File: src/rtl/card_seq_pkg.sv
package card_seq_pkg;

  typedef enum logic [3:0] {
    ST_OFF,
    ST_PWR_UP,
    ST_COLD_RST,
    ST_COLD_WAIT,
    ST_COLD_IDLE,
    ST_WARM_RST,
    ST_WARM_WAIT,
    ST_SESSION,
    ST_MUTE_IDLE,
    ST_DN_RST,
    ST_DN_CLK
  } seq_state_e;

  function automatic logic st_clk_on(seq_state_e s);
    return s inside {ST_COLD_RST, ST_COLD_WAIT, ST_COLD_IDLE, ST_WARM_RST,
                     ST_WARM_WAIT, ST_SESSION, ST_MUTE_IDLE, ST_DN_RST};
  endfunction

  function automatic logic st_rst_high(seq_state_e s);
    return s inside {ST_COLD_WAIT, ST_COLD_IDLE, ST_WARM_WAIT, ST_SESSION,
                     ST_MUTE_IDLE};
  endfunction

  // counter advances every system cycle in these states
  function automatic logic st_sys_timed(seq_state_e s);
    return s inside {ST_PWR_UP, ST_DN_RST, ST_DN_CLK};
  endfunction

  // counter advances on card clock ticks in these states
  function automatic logic st_tick_timed(seq_state_e s);
    return s inside {ST_COLD_RST, ST_COLD_WAIT, ST_WARM_RST, ST_WARM_WAIT};
  endfunction

endpackage

File: src/rtl/card_io_edge.sv
module card_io_edge #(
  parameter int unsigned SYNC_STAGES = 2
) (
  input  logic clk_i,
  input  logic rst_ni,
  input  logic io_i,
  output logic fall_o
);

  localparam int unsigned CHAIN_W = SYNC_STAGES + 1;

  logic [CHAIN_W-1:0] chain_q;

  // idle line is high; reset the chain high so no edge appears at start
  always_ff @(posedge clk_i or negedge rst_ni) begin
    if (!rst_ni) chain_q <= '1;
    else         chain_q <= {chain_q[CHAIN_W-2:0], io_i};
  end

  assign fall_o = chain_q[CHAIN_W-1] & ~chain_q[CHAIN_W-2];

endmodule

File: src/rtl/card_seq_timer.sv
module card_seq_timer #(
  parameter int unsigned CW = 16
) (
  input  logic          clk_i,
  input  logic          rst_ni,
  input  logic          clr_i,
  input  logic          inc_i,
  output logic [CW-1:0] cnt_o
);

  logic [CW-1:0] cnt_q;

  always_ff @(posedge clk_i or negedge rst_ni) begin
    if (!rst_ni)    cnt_q <= '0;
    else if (clr_i) cnt_q <= '0;
    else if (inc_i) cnt_q <= cnt_q + 1'b1;
  end

  assign cnt_o = cnt_q;

endmodule

File: src/rtl/card_seq_cmd.sv
module card_seq_cmd (
  input  logic clk_i,
  input  logic rst_ni,
  input  logic wr_i,
  input  logic start_bit_i,
  input  logic warm_bit_i,
  input  logic force_i,
  output logic start_o,
  output logic warm_req_o
);

  logic start_q;

  always_ff @(posedge clk_i or negedge rst_ni) begin
    if (!rst_ni)      start_q <= 1'b0;
    else if (force_i) start_q <= 1'b0;
    else if (wr_i)    start_q <= start_bit_i;
  end

  assign start_o    = start_q;
  assign warm_req_o = wr_i & warm_bit_i & ~force_i;


  force_clears_start_chk: assert property (@(posedge clk_i) disable iff (!rst_ni)
    force_i |=> !start_o);

endmodule

File: src/rtl/card_seq_fsm.sv
module card_seq_fsm
  import card_seq_pkg::*;
#(
  parameter int unsigned WIN_CYC  = 45000,
  parameter int unsigned RST_LOW  = 400,
  parameter int unsigned SEQ_DLY  = 4,
  parameter int unsigned EARLY_LO = 200,
  parameter int unsigned EARLY_HI = 352,
  parameter int unsigned CW       = 16
) (
  input  logic          clk_i,
  input  logic          rst_ni,
  input  logic          start_i,
  input  logic          warm_req_i,
  input  logic          force_i,
  input  logic          tick_i,
  input  logic          fall_i,
  input  logic [CW-1:0] cnt_i,
  output logic          timer_clr_o,
  output logic          timer_inc_o,
  output logic          pwr_en_o,
  output logic          clk_en_o,
  output logic          card_rst_o,
  output logic          mute_o,
  output logic          early_o
);

  localparam logic [CW-1:0] WIN_LAST = CW'(WIN_CYC - 1);
  localparam logic [CW-1:0] RST_LAST = CW'(RST_LOW - 1);
  localparam logic [CW-1:0] DLY_LAST = CW'(SEQ_DLY - 1);
  localparam logic [CW-1:0] ERL_LO   = CW'(EARLY_LO);
  localparam logic [CW-1:0] ERL_HI   = CW'(EARLY_HI);

  seq_state_e state_q, state_d;
  logic       mute_q, mute_d;
  logic       early_q, early_d;
  logic       go_down, dly_done, rst_done, win_done, in_early;

  assign go_down  = force_i | ~start_i;
  assign dly_done = (cnt_i == DLY_LAST);
  assign rst_done = tick_i & (cnt_i == RST_LAST);
  assign win_done = tick_i & (cnt_i == WIN_LAST);
  assign in_early = (cnt_i >= ERL_LO) & (cnt_i <= ERL_HI);

  always_comb begin
    state_d = state_q;
    mute_d  = 1'b0;
    early_d = 1'b0;
    unique case (state_q)
      ST_OFF:       if (start_i && !force_i) state_d = ST_PWR_UP;
      ST_PWR_UP:    if (go_down)        state_d = ST_DN_RST;
                    else if (dly_done)  state_d = ST_COLD_RST;
      ST_COLD_RST:  if (go_down)        state_d = ST_DN_RST;
                    else if (rst_done)  state_d = ST_COLD_WAIT;
      ST_COLD_WAIT: if (go_down)        state_d = ST_DN_RST;
                    else if (fall_i) begin
                      state_d = ST_SESSION;
                      early_d = in_early;
                    end
                    else if (win_done)  state_d = ST_COLD_IDLE;
      ST_COLD_IDLE: if (go_down)        state_d = ST_DN_RST;
                    else if (warm_req_i) state_d = ST_WARM_RST;
      ST_WARM_RST:  if (go_down)        state_d = ST_DN_RST;
                    else if (rst_done)  state_d = ST_WARM_WAIT;
      ST_WARM_WAIT: if (go_down)        state_d = ST_DN_RST;
                    else if (fall_i) begin
                      state_d = ST_SESSION;
                      early_d = in_early;
                    end
                    else if (win_done) begin
                      state_d = ST_MUTE_IDLE;
                      mute_d  = 1'b1;
                    end
      ST_SESSION,
      ST_MUTE_IDLE: if (go_down)        state_d = ST_DN_RST;
      ST_DN_RST:    if (dly_done)       state_d = ST_DN_CLK;
      ST_DN_CLK:    if (dly_done)       state_d = ST_OFF;
      default:                          state_d = ST_OFF;
    endcase
  end

  always_ff @(posedge clk_i or negedge rst_ni) begin
    if (!rst_ni) begin
      state_q <= ST_OFF;
      mute_q  <= 1'b0;
      early_q <= 1'b0;
    end else begin
      state_q <= state_d;
      mute_q  <= mute_d;
      early_q <= early_d;
    end
  end

  assign timer_clr_o = (state_d != state_q);
  assign timer_inc_o = st_sys_timed(state_q) | (st_tick_timed(state_q) & tick_i);

  assign pwr_en_o   = (state_q != ST_OFF);
  assign clk_en_o   = st_clk_on(state_q);
  assign card_rst_o = st_rst_high(state_q);
  assign mute_o     = mute_q;
  assign early_o    = early_q;


  pwr_before_clk_chk: assert property (@(posedge clk_i) disable iff (!rst_ni)
    $rose(clk_en_o) |-> $past(pwr_en_o));


  clk_before_rst_chk: assert property (@(posedge clk_i) disable iff (!rst_ni)
    $rose(card_rst_o) |-> $past(clk_en_o));


  timer_restart_chk: assert property (@(posedge clk_i) disable iff (!rst_ni)
    (state_q != $past(state_q)) |-> (cnt_i == '0));


  pwr_off_last_chk: assert property (@(posedge clk_i) disable iff (!rst_ni)
    $fell(pwr_en_o) |-> !$past(clk_en_o));


  mute_single_chk: assert property (@(posedge clk_i) disable iff (!rst_ni)
    mute_o |=> !mute_o);


  early_single_chk: assert property (@(posedge clk_i) disable iff (!rst_ni)
    early_o |=> !early_o);


  force_rst_low_chk: assert property (@(posedge clk_i) disable iff (!rst_ni)
    force_i |=> !card_rst_o);


  tick_freeze_chk: assert property (@(posedge clk_i) disable iff (!rst_ni)
    (!tick_i && st_tick_timed(state_q) && (state_d == state_q)) |=> $stable(cnt_i));

endmodule

File: src/rtl/card_act_seq.sv
module card_act_seq #(
  parameter int unsigned WIN_CYC     = 45000,
  parameter int unsigned RST_LOW     = 400,
  parameter int unsigned SEQ_DLY     = 4,
  parameter int unsigned EARLY_LO    = 200,
  parameter int unsigned EARLY_HI    = 352,
  parameter int unsigned SYNC_STAGES = 2
) (
  input  logic clk_i,
  input  logic rst_ni,
  input  logic cmd_wr_i,
  input  logic cmd_start_i,
  input  logic cmd_warm_i,
  input  logic force_off_i,
  input  logic clk_tick_i,
  input  logic card_io_i,
  output logic pwr_en_o,
  output logic clk_en_o,
  output logic io_en_o,
  output logic card_rst_o,
  output logic mute_o,
  output logic early_o
);

  localparam int unsigned MAX_A = (WIN_CYC > RST_LOW) ? WIN_CYC : RST_LOW;
  localparam int unsigned MAX_C = (MAX_A > SEQ_DLY) ? MAX_A : SEQ_DLY;
  localparam int unsigned CW    = $clog2(MAX_C + 1);

  logic          start_q, warm_req, fall;
  logic          t_clr, t_inc;
  logic [CW-1:0] t_cnt;
  logic          clk_on;

  card_seq_cmd u_cmd (
    .clk_i       (clk_i),
    .rst_ni      (rst_ni),
    .wr_i        (cmd_wr_i),
    .start_bit_i (cmd_start_i),
    .warm_bit_i  (cmd_warm_i),
    .force_i     (force_off_i),
    .start_o     (start_q),
    .warm_req_o  (warm_req)
  );

  card_io_edge #(.SYNC_STAGES(SYNC_STAGES)) u_edge (
    .clk_i  (clk_i),
    .rst_ni (rst_ni),
    .io_i   (card_io_i),
    .fall_o (fall)
  );

  card_seq_timer #(.CW(CW)) u_timer (
    .clk_i  (clk_i),
    .rst_ni (rst_ni),
    .clr_i  (t_clr),
    .inc_i  (t_inc),
    .cnt_o  (t_cnt)
  );

  card_seq_fsm #(
    .WIN_CYC  (WIN_CYC),
    .RST_LOW  (RST_LOW),
    .SEQ_DLY  (SEQ_DLY),
    .EARLY_LO (EARLY_LO),
    .EARLY_HI (EARLY_HI),
    .CW       (CW)
  ) u_fsm (
    .clk_i       (clk_i),
    .rst_ni      (rst_ni),
    .start_i     (start_q),
    .warm_req_i  (warm_req),
    .force_i     (force_off_i),
    .tick_i      (clk_tick_i),
    .fall_i      (fall),
    .cnt_i       (t_cnt),
    .timer_clr_o (t_clr),
    .timer_inc_o (t_inc),
    .pwr_en_o    (pwr_en_o),
    .clk_en_o    (clk_on),
    .card_rst_o  (card_rst_o),
    .mute_o      (mute_o),
    .early_o     (early_o)
  );

  assign clk_en_o = clk_on;
  assign io_en_o  = clk_on;

endmodule

File: config.mk
export PLATFORM = sky130hd
export DESIGN_NAME = card_act_seq
export DESIGN_NICKNAME = d
export VERILOG_FILES = /design/src/rtl/card_seq_pkg.sv /design/src/rtl/card_io_edge.sv /design/src/rtl/card_seq_timer.sv /design/src/rtl/card_seq_cmd.sv /design/src/rtl/card_seq_fsm.sv /design/src/rtl/card_act_seq.sv
export SDC_FILE = /design/constraint.sdc
export NUM_CORES = 1
export LEC_CHECK = 0
export BUFFER_PORTS_ARGS = -buffer_cell sky130_fd_sc_hd__buf_2
export CORE_ASPECT_RATIO = 1.75
export CORE_MARGIN = 2
export CORE_UTILIZATION = 59
export CTS_CLUSTER_DIAMETER = 40
export DETAILED_ROUTE_END_ITERATION = 12
export PLACE_DENSITY = 0.84
export SYNTH_ARGS = -nofsm -noshare
export SYNTH_HDL_FRONTEND = slang
export SYNTH_SLANG_ARGS = --single-unit
File: constraint.sdc
create_clock -name clk_i -period 3.7 [get_ports clk_i]
set_clock_uncertainty 0.15 [all_clocks]
set_input_delay 0.74 -clock clk_i [delete_from_list [all_inputs] [get_ports clk_i]]
set_output_delay 0.74 -clock clk_i [all_outputs]
set_load 0.02 [all_outputs]
; Yosys cells after proc, flatten, opt, wreduce, memory -nomap -nowiden
; Index checks and enable logic that the tools add are counted.
[totals]
in_bits = 8
register_bits = 26
[classes]
reduce_logical = 12
n_eq_ne = 14
mux = 30
n_bitwise = 12
magnitude_cmp = 2
n_addsub = 1
[ops]
columns = operator, count
row1 = 2-to-1 mux 4 bit, 18
row2 = case mux 4 bit (10 select lines), 1
row3 = 2-to-1 mux 16 bit, 2
row4 = "adder 16 x 1 -> 16 bit, second input constant", 1
row5 = "== test 16 bit, second input constant", 1
row6 = "== test 16 x 2 -> 1 bit, second input constant", 1
row7 = "== test 16 x 9 -> 1 bit, second input constant", 1
row8 = "== test 4 x 3 -> 1 bit, second input constant", 4
row9 = ">= comparator 16 x 8 -> 1 bit, second input constant", 1
row10 = "<= comparator 16 x 9 -> 1 bit, second input constant", 1
row11 = "== test 4 bit, second input constant", 3
row12 = 2-to-1 mux 1 bit, 9
row13 = "== test 4 x 2 -> 1 bit, second input constant", 2
row14 = nonzero test 4 bit, 2
row15 = nonzero test 8 bit, 1
row16 = bitwise AND 1 bit, 7
row17 = nonzero test 5 bit, 1
row18 = "== test 4 x 1 -> 1 bit, second input constant", 1
row19 = logical NOT 4 bit, 1
row20 = != test 4 bit, 1
row21 = nonzero test 2 bit, 2
row22 = OR reduction 2 bit, 2
row23 = NOT 1 bit, 3
row24 = nonzero test 3 bit, 1
row25 = 3 further kinds, 4

; Depth between registers and ports, before layout
; Gate-level depths: netlist (run 1).
[depth]
word_depth = 8
mapped_depth = 10

; Cells and area by module
; A second synthesis (run 1) with hierarchy kept.
[hier_totals]
hier_cells = 202
area_unflattened_um2 = 1801.7
[modules_own_cells]
columns = mod, n_inst, cells_per_inst, area_per_inst_um2, seq_area_each_um2
row1 = card_seq_timer, 1, 82, 872.1, 400.4
row2 = card_seq_fsm, 1, 110, 783.3, 150.1
row3 = card_io_edge, 1, 4, 92.6, 78.8
row4 = card_seq_cmd, 1, 5, 46.3, 25.0
row5 = card_act_seq, 1, 1, 7.5, 0.0

; Least setup slack after synthesis (run 1)
; OpenSTA, ideal clock, no wires.
[synth_path]
path_kind = input-to-reg
from = in clk_tick_i
to = reg u_timer.cnt_q[0], in the netlist u_timer.cnt_o[0]
path_slack_ns = 1.010
arrival_time_ns = 2.411
cell_stages = 8
n_path_buf = 1
cell_sequence = and4bb_1 > and3_1 > and3_4 > a31oi_1 > or4_4 > xor2_2 > buf_6 > nor3_2
[synth_via]
elab_chain_cells = 7
elab_cells_between_ends = 18
[synth_lines]
columns = item, line_no
row1 = from (decl), card_act_seq.sv:15  ; input logic clk_tick_i,
row2 = bitwise AND 1 bit, card_seq_fsm.sv:42  ; assign win_done = tick_i & (cnt_i == WIN_LAST);
row3 = 2-to-1 mux 4 bit (on tied branches), "card_seq_fsm.sv:70, card_seq_fsm.sv:60"
row4 = 2-to-1 mux 4 bit (on tied branches), "card_seq_fsm.sv:66, card_seq_fsm.sv:56"
row5 = 2-to-1 mux 4 bit (on tied branches), "card_seq_fsm.sv:65, card_seq_fsm.sv:55"
row6 = case mux 4 bit (10 select lines) (*), card_seq_fsm.sv:49  ; unique case (state_q)
row7 = net u_fsm.state_d[0], card_seq_fsm.sv:34  ; seq_state_e state_q, state_d;
row8 = != test 4 bit (*), card_seq_fsm.sv:94  ; assign timer_clr_o = (state_d != state_q);
row9 = 2-to-1 mux 16 bit / nonzero test 2 bit (equally long branches), --
row10 = to (signal assigned), card_seq_timer.sv:16  ; else if (inc_i) cnt_q <= cnt_q + 1'b1;
row11 = to (decl), card_seq_timer.sv:11  ; logic [CW-1:0] cnt_q;
; The timed path passes the listed nets; every way through them passes the cells marked *.
; A chain may end at the register's enable or synchronous reset.

; Worst setup path after layout (run 1)
[layout_path]
from = reg u_timer.cnt_q[0], in the netlist u_timer.cnt_o[0]
to = reg u_timer.cnt_q[4], in the netlist u_timer.cnt_o[4]
[layout_via]
elab_chain_cells = 8
elab_cells_between_ends = 25
[layout_lines]
columns = item, line_no
row1 = == test 16 bit, card_seq_fsm.sv:42
row2 = bitwise AND 1 bit, card_seq_fsm.sv:42
row3 = 2-to-1 mux 4 bit (on tied branches), "card_seq_fsm.sv:70, card_seq_fsm.sv:60"
row4 = 2-to-1 mux 4 bit (on tied branches), "card_seq_fsm.sv:66, card_seq_fsm.sv:56"
row5 = 2-to-1 mux 4 bit (on tied branches), "card_seq_fsm.sv:65, card_seq_fsm.sv:55"
row6 = case mux 4 bit (10 select lines) (*), card_seq_fsm.sv:49
row7 = net u_fsm.state_d[0], card_seq_fsm.sv:34
row8 = != test 4 bit (*), card_seq_fsm.sv:94
row9 = 2-to-1 mux 16 bit / nonzero test 2 bit (equally long branches), --
; The timed path passes the listed nets; every way through them passes the cells marked *. The select of a mux whose other input is x is not followed.

==> results of run 1 <==
cell type report:
cell class	instances	area share
clock buffer	4	0.0289
inverter	4	0.00789
multi-input combinational	158	0.555
sequential	26	0.344
tap	28	0.0184
timing repair buffer	16	0.0461
registers in the layout (all words and copies together) (netlist names):
name,cells
u_fsm.mute_o,1
u_cmd.start_o,1
u_fsm.state_q,4
u_timer.cnt_o,16
u_edge.chain_q,3
u_fsm.early_o,1
worst paths after layout:
path | from | end | cells past startpoint
worst max-delay path | u_timer.cnt_o[0]$_DFFE_PN0P_ | u_timer.cnt_o[4]$_DFFE_PN0P_ | 8
worst min-delay path | u_edge.chain_q[0]$_DFF_PN1_ | u_edge.chain_q[1]$_DFF_PN1_ | 0
worst max register to register | u_timer.cnt_o[0]$_DFFE_PN0P_ | u_timer.cnt_o[4]$_DFFE_PN0P_ | 8
worst min register to register | u_edge.chain_q[0]$_DFF_PN1_ | u_edge.chain_q[1]$_DFF_PN1_ | 0
max in group asynchronous | rst_ni | u_edge.chain_q[2]$_DFF_PN1_ | 1
min in group asynchronous | rst_ni | u_timer.cnt_o[4]$_DFFE_PN0P_ | 1
metal layers:
layer  track usage  wire [um]
met4         0.120        166
met3        0.0259        157
met1         0.304       1540
met5             0          0
met2         0.451       2280
kinds of logic (layout without fill, tap and decap cells):
logic type      Yosys count  in the layout  synth area share
mux                       5              5            0.0278
fa+ha+maj                 2              2            0.0139
flops                    26             26             0.363
simple gates            104            104             0.356
xor+xnor                 18             18            0.0917
compound gates           29             29            0.0965
buf+inv                  19             24            0.0514
through the flow:
stage / cells / setup slack [ns] / hold WS (ns) / total power [uW] / utilization
3_5_place_dp: 232 / 0.431 / 0.200 / 846 / 0.631
4_1_cts: 236 / 0.469 / 0.212 / 1030 / 0.650
6_report: 236 / 0.434 / 0.212 / 1040 / 0.650
3_3_place_gp: 232 / 0.523 / 0.196 / 826 / 0.631
5_1_grt: 236 / 0.135 / 0.218 / 1110 / 0.650
2_1_floorplan: 203 / 1.01 / 0.195 / 755 / -
where the power goes:
part | switching (uW) | internal [uW]
logic | 324 | 165
clock network | 91.4 | 95.4
registers | 49.7 | 309
layout by cell type (no fill, tap or decap), types with 8 or more instances in the layout:
| cell | Yosys | layout |
|---|---|---|
| a21oi_1 | 9 | 9 |
| buf_2 | 5 | 13 |
| dfrtp_1 | 23 | 23 |
| nand2_1 | 14 | 14 |
| nand2b_1 | 8 | 8 |
| nand3_1 | 9 | 9 |
| nor2_1 | 14 | 14 |
| nor3_1 | 10 | 10 |
| nor3_2 | 10 | 10 |
| o21ai_0 | 9 | 9 |
| xor2_1 | 13 | 13 |
==> flow_metrics.tcl, run 1 <==
set metrics [dict create \
    outcome "finished, final reports clean" \
    grt_pass1_wl_um 6960 \
    place_area_sq_um 1850 \
    clock-sinks 26 \
    final.setup.tns_ns 0 \
    die_width_um 45.8 \
    nFillCells 234 \
    relSlewSlack 0.348 \
    reg2reg_setup_slack_ns 0.43 \
    ys_top_cells_by_count "23 x dfrtp_1, 14 x nand2_1, 14 x nor2_1" \
    cts_tree "built" \
    grt_pass1_vias 1568 \
    row_count 26 \
    cts.root.buffer_cell "clkbuf_8" \
    path_delay_family "simple AND/OR/NAND/NOR gates" \
    crit_arrival_ns 3.24 \
    power-per-cell-area_nw_per_um2 544 \
    synth_cell_types 46 \
    fin_nets 219 \
    synth-seq-cells 26 \
    drive_above_1_share 0.192 \
    synth_ff_type "dfrtp_1" \
    h-tree-depth 1 \
    die-area_sq_um 3530 \
    overflow 0 \
    syn_to_final_growth_pct 5.56 \
    grt_max_degree 27 \
    critPathKind "flip-flop to flip-flop" \
    gp_congestion 0.919 \
    rsz0062_at_grt "no" \
    synth_area_sq_um 1800 \
    multi_input_area_sq_um 1050 \
    cts_hold_buffers 0 \
    antenna_found_initial 0 \
    setup_viol 0 \
    leakagePower_uw 0.000817 \
    synth_area_leader_cell "dfrtp_1" \
    syn_inst 203 \
    slowest_stage "xor2_2" \
    top_level_ports 14 \
    min_period_over_period 0.883 \
    cts_resized 0 \
    die_y_um 77.1 \
    max_freq_mhz 306 \
    drv_cap 0 \
    post_cts.repair.setup_buffers 0 \
    numCtsBuffers 3 \
    tightest_slew_ns 0.978 \
    regArea_sq_um 654 \
    peakVddDrop_mv 0.390 \
    cp-start-kind "flip-flop" \
    insertion_delay_ns 0.28 \
    drt_iter0_drc 90 \
    crit_buf_inv 0 \
    finalHoldViolCount 0 \
    start_util 0.615 \
    routed-via-count 1577 \
    worst-path-max-fanout 16 \
    async_flop_share 1.00 \
    totalWireLength_um 4150 \
    avgSynthCellArea_sq_um 8.88 \
    synthTopCellsByArea "dfrtp_1 32%, xor2_1 6.3%, nor3_2 5.6%" \
    portBuffers 13 \
    required_ns 3.68 \
    diodes 0 \
    slowest_delay_ns 0.77 \
    syn-num-nets 213 \
    vias_per_cell 6.68 \
    grt.total_usage 0.261 \
    clkTransAtPathRegs_ns 0.09 \
    fin_crit_ns 3.27 \
    core_sq_um 2930 \
    synth_edf_count 0 \
    dp_hpwl_um 2980 \
    crit_path_cell_trace "ha_1 > nor4b_1 > nand4_1 > nand3_1 > o31ai_1 > or4_4 > xor2_2 > nor3_1" \
    crit_path_end_kind "flip-flop" \
    hp-class "flip-flop to flip-flop" \
    yosys.area.top_type_share 0.319 \
    wire_per_inst_um 17.6 \
    ant_nets 0 \
    remaining_drc_errors 0 \
    yosysMostFrequentCell "dfrtp_1" \
    cts_buffer_depth 2 \
    yosysWarnings 0 \
    finalMaxSlewViolations 0 \
    dr.pass1.iters 4 \
    finalInstanceArea_sq_um 1900 \
    ys_seq_area_frac 0.363 \
]
(Power assumes the default switching activity.)
==> run 2: changes to the inputs <==
CORE_UTILIZATION = 50   (was 59)
PLACE_DENSITY = 0.73   (was 0.84)
clock period = 3.77 ns   (was 3.7 ns; I/O delays follow)
==> run 2 against run 1 <==
  * Largest power group unchanged
  * Non-clock buffer count unchanged
  * Largest cell class unchanged
  * Flip-flop and latch count stayed put
  * Setup slack improved by 0.14 ns
  * Cell count rose by 7.2%
  * Global-route usage is 3.5 points lower
  * Highest routed layer unchanged
  * Critical endpoint unchanged
==> flow_metrics.tcl, run 2 (synthesis results as in run 1) <==
set metrics [dict create \
    outcome "finished, final reports clean" \
    remaining_drc_errors 0 \
    max_freq_mhz 313 \
    fin_crit_ns 3.20 \
    die-area_sq_um 4120 \
    core_sq_um 3400 \
    rsz0062_at_grt "no" \
    place_area_sq_um 1870 \
    grt.total_usage 0.226 \
    power-per-cell-area_nw_per_um2 528 \
    finalWorstSetupSlack_ns 0.575 \
    die_y_um 83.4 \
    dp_cells 249 \
    grt_pass1_wl_um 7330 \
    hp-class "flip-flop to flip-flop" \
    totalWireLength_um 4140 \
    finalHoldViolCount 0 \
    crit_arrival_ns 3.18 \
    dr.pass1.iters 4 \
    post_layout_nonfiller_instances 253 \
    top_level_ports 14 \
    wire_per_inst_um 16.4 \
    min_period_over_period 0.848 \
    cts_resized 0 \
    finalInstanceArea_sq_um 1920 \
    layout_common_cells "23 x dfrtp_1, 14 x nand2_1, 14 x nor2_1, 13 x xor2_1, 13 x buf_2" \
    portBuffers 13 \
    final.setup.tns_ns 0 \
    critPathKind "flip-flop to flip-flop" \
    relSlewSlack 0.354 \
    gp_congestion 0.918 \
    peakVddDrop_mv 0.321 \
    cp-start-kind "flip-flop" \
    ant_nets 0 \
    grt_pass1_vias 1618 \
    required_ns 3.75 \
    clkTransAtPathRegs_ns 0.09 \
    crit_path_cell_trace "ha_1 > nor4b_1 > nand4_1 > nand3_1 > o31ai_1 > or4_4 > xor2_2 > nor3_1" \
    h-tree-depth 1 \
    overflow 0 \
    antenna_found_initial 0 \
    vias_per_cell 6.21 \
    diodes 0 \
    syn_to_final_growth_pct 6.74 \
    layout_commonest_cell "dfrtp_1" \
    clock-sinks 26 \
    tightest_slew_ns 0.968 \
    regArea_sq_um 654 \
    fin_nets 219 \
    drive_above_1_share 0.192 \
    worst-path-max-fanout 16 \
    start_util 0.530 \
    dp_hpwl_um 3030 \
    insertion_delay_ns 0.28 \
    pre_cts_slack_ns 0.487 \
    drt_iter0_drc 66 \
    finalMaxSlewViolations 0 \
    slowest_stage "xor2_2" \
    drv_cap 0 \
    cts_buffer_depth 2 \
    crit_path_end_kind "flip-flop" \
    largest_reg_flops 16 \
    grt_max_degree 27 \
    cts_hold_buffers 0 \
    die_width_um 49.4 \
    slowest_delay_ns 0.77 \
    leakagePower_uw 0.000817 \
    multi_input_area_sq_um 1050 \
    nFillCells 323 \
    total_power_uw 1020 \
    cts.root.buffer_cell "clkbuf_8" \
    numCtsBuffers 3 \
    routed-via-count 1572 \
    post_cts.repair.setup_buffers 0 \
    row_count 28 \
    setup_viol 0 \
    cts_tree "built" \
]
-- run 2: per-stage QoR --
step | utilization | hold WS (ns)
2_1_floorplan | - | 0.195
3_3_place_gp | 0.550 | 0.195
3_5_place_dp | 0.550 | 0.200
4_1_cts | 0.566 | 0.212
5_1_grt | 0.566 | 0.219
6_report | 0.566 | 0.211
-- run 2: final cells by class --
type	instances	share of cell area
multi-input combinational	158	0.548
sequential	26	0.340
timing repair buffer	16	0.0455
tap	45	0.0293
clock buffer	4	0.0286
inverter	4	0.00781
-- run 2: worst paths after layout --
| check | start | to | slack [ns] | cells past startpoint |
|---|---|---|---|---|
| max | u_timer.cnt_o[0]$_DFFE_PN0P_ | u_timer.cnt_o[4]$_DFFE_PN0P_ | 0.57 | 8 |
| min | u_edge.chain_q[0]$_DFF_PN1_ | u_edge.chain_q[1]$_DFF_PN1_ | 0.21 | 0 |
| max reg2reg | u_timer.cnt_o[0]$_DFFE_PN0P_ | u_timer.cnt_o[4]$_DFFE_PN0P_ | 0.57 | 8 |
| min reg2reg | u_edge.chain_q[0]$_DFF_PN1_ | u_edge.chain_q[1]$_DFF_PN1_ | 0.21 | 0 |
| max in group asynchronous | rst_ni | u_timer.cnt_o[11]$_DFFE_PN0P_ | 2.78 | 1 |
| min in group asynchronous | rst_ni | u_timer.cnt_o[5]$_DFFE_PN0P_ | 0.31 | 1 |
-- run 2: report_power, final --
part	total (uW)	switching [uW]	internal (uW)
clock network	186	92.1	93.7
logic	482	319	163
registers	348	44.2	304
-- run 2: worst max-delay path: cells and delay by family, from the launching register on --
kind                     cells  cell delay, ns
AO/OA/AOI/OAI                1            0.09
AND/OR/NAND/NOR              5            1.31
adder cells (fa/ha/maj)      1            0.27
XOR/XNOR                     1            0.77
flip-flops                   1            0.46
-- run 2: metal layers --
metal / track usage / wire, um / vias to the layer above / part of all wire
met5: 0 / 0 / - / 0
met3: 0.0288 / 172 / 16 / 0.042
met2: 0.408 / 2290 / 61 / 0.55
met1: 0.244 / 1500 / 757 / 0.36
li1: - / - / 738 / -
met4: 0.129 / 177 / 0 / 0.043
==> run 3: changes to the inputs <==
clock period = 3.3 ns   (was 3.77 ns; I/O delays follow)
==> run 3 against run 2 <==
  * Setup slack worse by 0.20 ns
  * Total power up 21%
  * Sequential share of layout area down 0.86 points
  * Core utilization up 1.5 points
  * First-iteration DRC count down 3.0%
  * Global-route usage down 1.4 points
  * Die area unchanged
  * Non-clock buffer count up 3
  * Clock power up 40%
  * Design area up 2.6%
  * Combinational power up 23%
  * Critical path type unchanged
  * Largest cell class unchanged
  * Largest power group unchanged
  * Highest routed layer unchanged
==> flow_metrics.tcl, run 3 (synthesis results as in run 1) <==
set metrics [dict create \
    outcome "finished, final reports clean" \
    cts.root.buffer_cell "clkbuf_8" \
    clock-sinks 26 \
    rsz0062_at_grt "no" \
    leakagePower_uw 0.000839 \
    nFillCells 314 \
    wire_per_inst_um 15.6 \
    dr.pass1.iters 4 \
    post-route-util 0.581 \
    hp-class "flip-flop to flip-flop" \
    fin_crit_ns 2.92 \
    tightest_slew_ns 0.576 \
    critPathKind "flip-flop to flip-flop" \
    insertion_delay_ns 0.27 \
    start_util 0.530 \
    diodes 0 \
    crit_arrival_ns 2.91 \
    die_width_um 49.4 \
    cts_tree "built" \
    rr_startpoint "u_timer.cnt_o[0]$_DFFE_PN0P_" \
    drive_above_1_share 0.204 \
    r2r_end "u_timer.cnt_o[4]$_DFFE_PN0P_" \
    finalWorstSetupSlack_ns 0.377 \
    die-area_sq_um 4120 \
    remaining_drc_errors 0 \
    ant_nets 0 \
    setup_viol 0 \
    portBuffers 13 \
    hold_depth 0 \
    pre_cts_slack_ns 0.0897 \
    worst-path-max-fanout 16 \
    finalHoldViolCount 0 \
    vias_per_cell 5.93 \
    required_ns 3.28 \
    antenna_found_initial 0 \
    row_count 28 \
    reg2regPathDepth 8 \
    finalMaxSlewViolations 0 \
    cts_buffer_depth 2 \
    min_period_over_period 0.886 \
    numCtsBuffers 3 \
    grt_pass1_wl_um 6990 \
    max_freq_mhz 342 \
    h-tree-depth 1 \
    cts_hold_buffers 0 \
    peakVddDrop_mv 0.375 \
    grt.total_usage 0.212 \
    holdCritStartpoint "u_edge.chain_q[0]$_DFF_PN1_" \
    dp_hpwl_um 2980 \
    drv_cap 0 \
    core_sq_um 3400 \
    cp-start-kind "flip-flop" \
    timing.hold.ws_ns 0.210 \
    relSlewSlack 0.615 \
    grt_max_degree 27 \
    crit_path_end_kind "flip-flop" \
    clkTransAtPathRegs_ns 0.09 \
    fin_nets 222 \
    largest_reg_flops 16 \
    drt_iter0_drc 64 \
    layout_common_cells "23 x dfrtp_1, 14 x nand2_1, 14 x nor2_1, 13 x xor2_1, 13 x buf_2" \
    gp_congestion 0.864 \
    overflow 0 \
    routed-via-count 1518 \
    syn_to_final_growth_pct 9.51 \
    multi_input_area_sq_um 1070 \
    post_cts.repair.setup_buffers 0 \
    place_area_sq_um 1890 \
    power-per-cell-area_nw_per_um2 624 \
    die_y_um 83.4 \
    top_level_ports 14 \
    final.setup.tns_ns 0 \
    regArea_sq_um 654 \
    finalInstanceArea_sq_um 1970 \
    layout_commonest_cell "dfrtp_1" \
    grt_pass1_vias 1507 \
    reg2reg_setup_slack_ns 0.38 \
    holdPathEnd "u_edge.chain_q[1]$_DFF_PN1_" \
    totalWireLength_um 3990 \
]
run 3: cell types whose count changed in the layout (fill, tap and decap cells not counted), sizes merged:
cell	previous run	this run
buf	16	19
bufinv	0	1
clkbuf	4	3
run 3: repair_timing:
action / CTS / global route
gates resized for setup: 0 / 1
setup endpoints to repair: 0 / 16
hold endpoints to repair: 0 / 0
run 3: how the worst max path moves through the flow:
stage | start | depth (start not counted) | end | slack, ns
after floorplan | clk_tick_i | 8 | u_timer.cnt_o[0]$_DFFE_PN0P_ | 0.69
final | u_timer.cnt_o[0]$_DFFE_PN0P_ | 8 | u_timer.cnt_o[4]$_DFFE_PN0P_ | 0.38
after global routing | u_timer.cnt_o[0]$_DFFE_PN0P_ | 8 | u_timer.cnt_o[4]$_DFFE_PN0P_ | 0.04
after global placement | clk_tick_i | 8 | u_timer.cnt_o[7]$_DFFE_PN0P_ | 0.19
after CTS | u_timer.cnt_o[0]$_DFFE_PN0P_ | 8 | u_timer.cnt_o[4]$_DFFE_PN0P_ | 0.13
after detailed placement | clk_tick_i | 8 | u_timer.cnt_o[4]$_DFFE_PN0P_ | 0.09
run 3: area by class of cell:
class / count / share of cell area
clock buffers: 3 / 0.0209
clock inverters: 1 / 0.0152
repair buffers: 19 / 0.0558
multi-input cells: 158 / 0.540
well taps: 45 / 0.0285
flip-flops and latches: 26 / 0.332
inverters: 4 / 0.00761
run 3: stage by stage:
step           power, uW  cells
3_5_place_dp         961    252
6_report            1230    256
4_1_cts             1220    256
3_3_place_gp         941    252
5_1_grt             1330    256
2_1_floorplan        846    203
run 3: critical path, cell delays in order (launching register included):
cell and delay (ns):
dfrtp_1 0.45, ha_1 0.25, nor4b_1 0.26, nand4_1 0.24, nand3_1 0.16, o31ai_1 0.09, or4_4 0.56, xor2_4 0.51
nor3_1 0.11
run 3: where the power goes:
part / total, uW / switching, uW / leakage (uW) / internal (uW)
clock: 261 / 99.2 / 0.0000357 / 162
combinational: 594 / 392 / 0.000461 / 201
sequential: 377 / 29.5 / 0.000342 / 347
run 3: metal layers:
| layer | up-vias | GRT usage | routed length [um] |
|---|---|---|---|
| li1 | 739 | - | - |
| met1 | 740 | 0.245 | 1560 |
| met2 | 29 | 0.387 | 2250 |
| met3 | 10 | 0.0216 | 83 |
| met4 | 0 | 0.0859 | 101 |
| met5 | - | 0 | 0 |
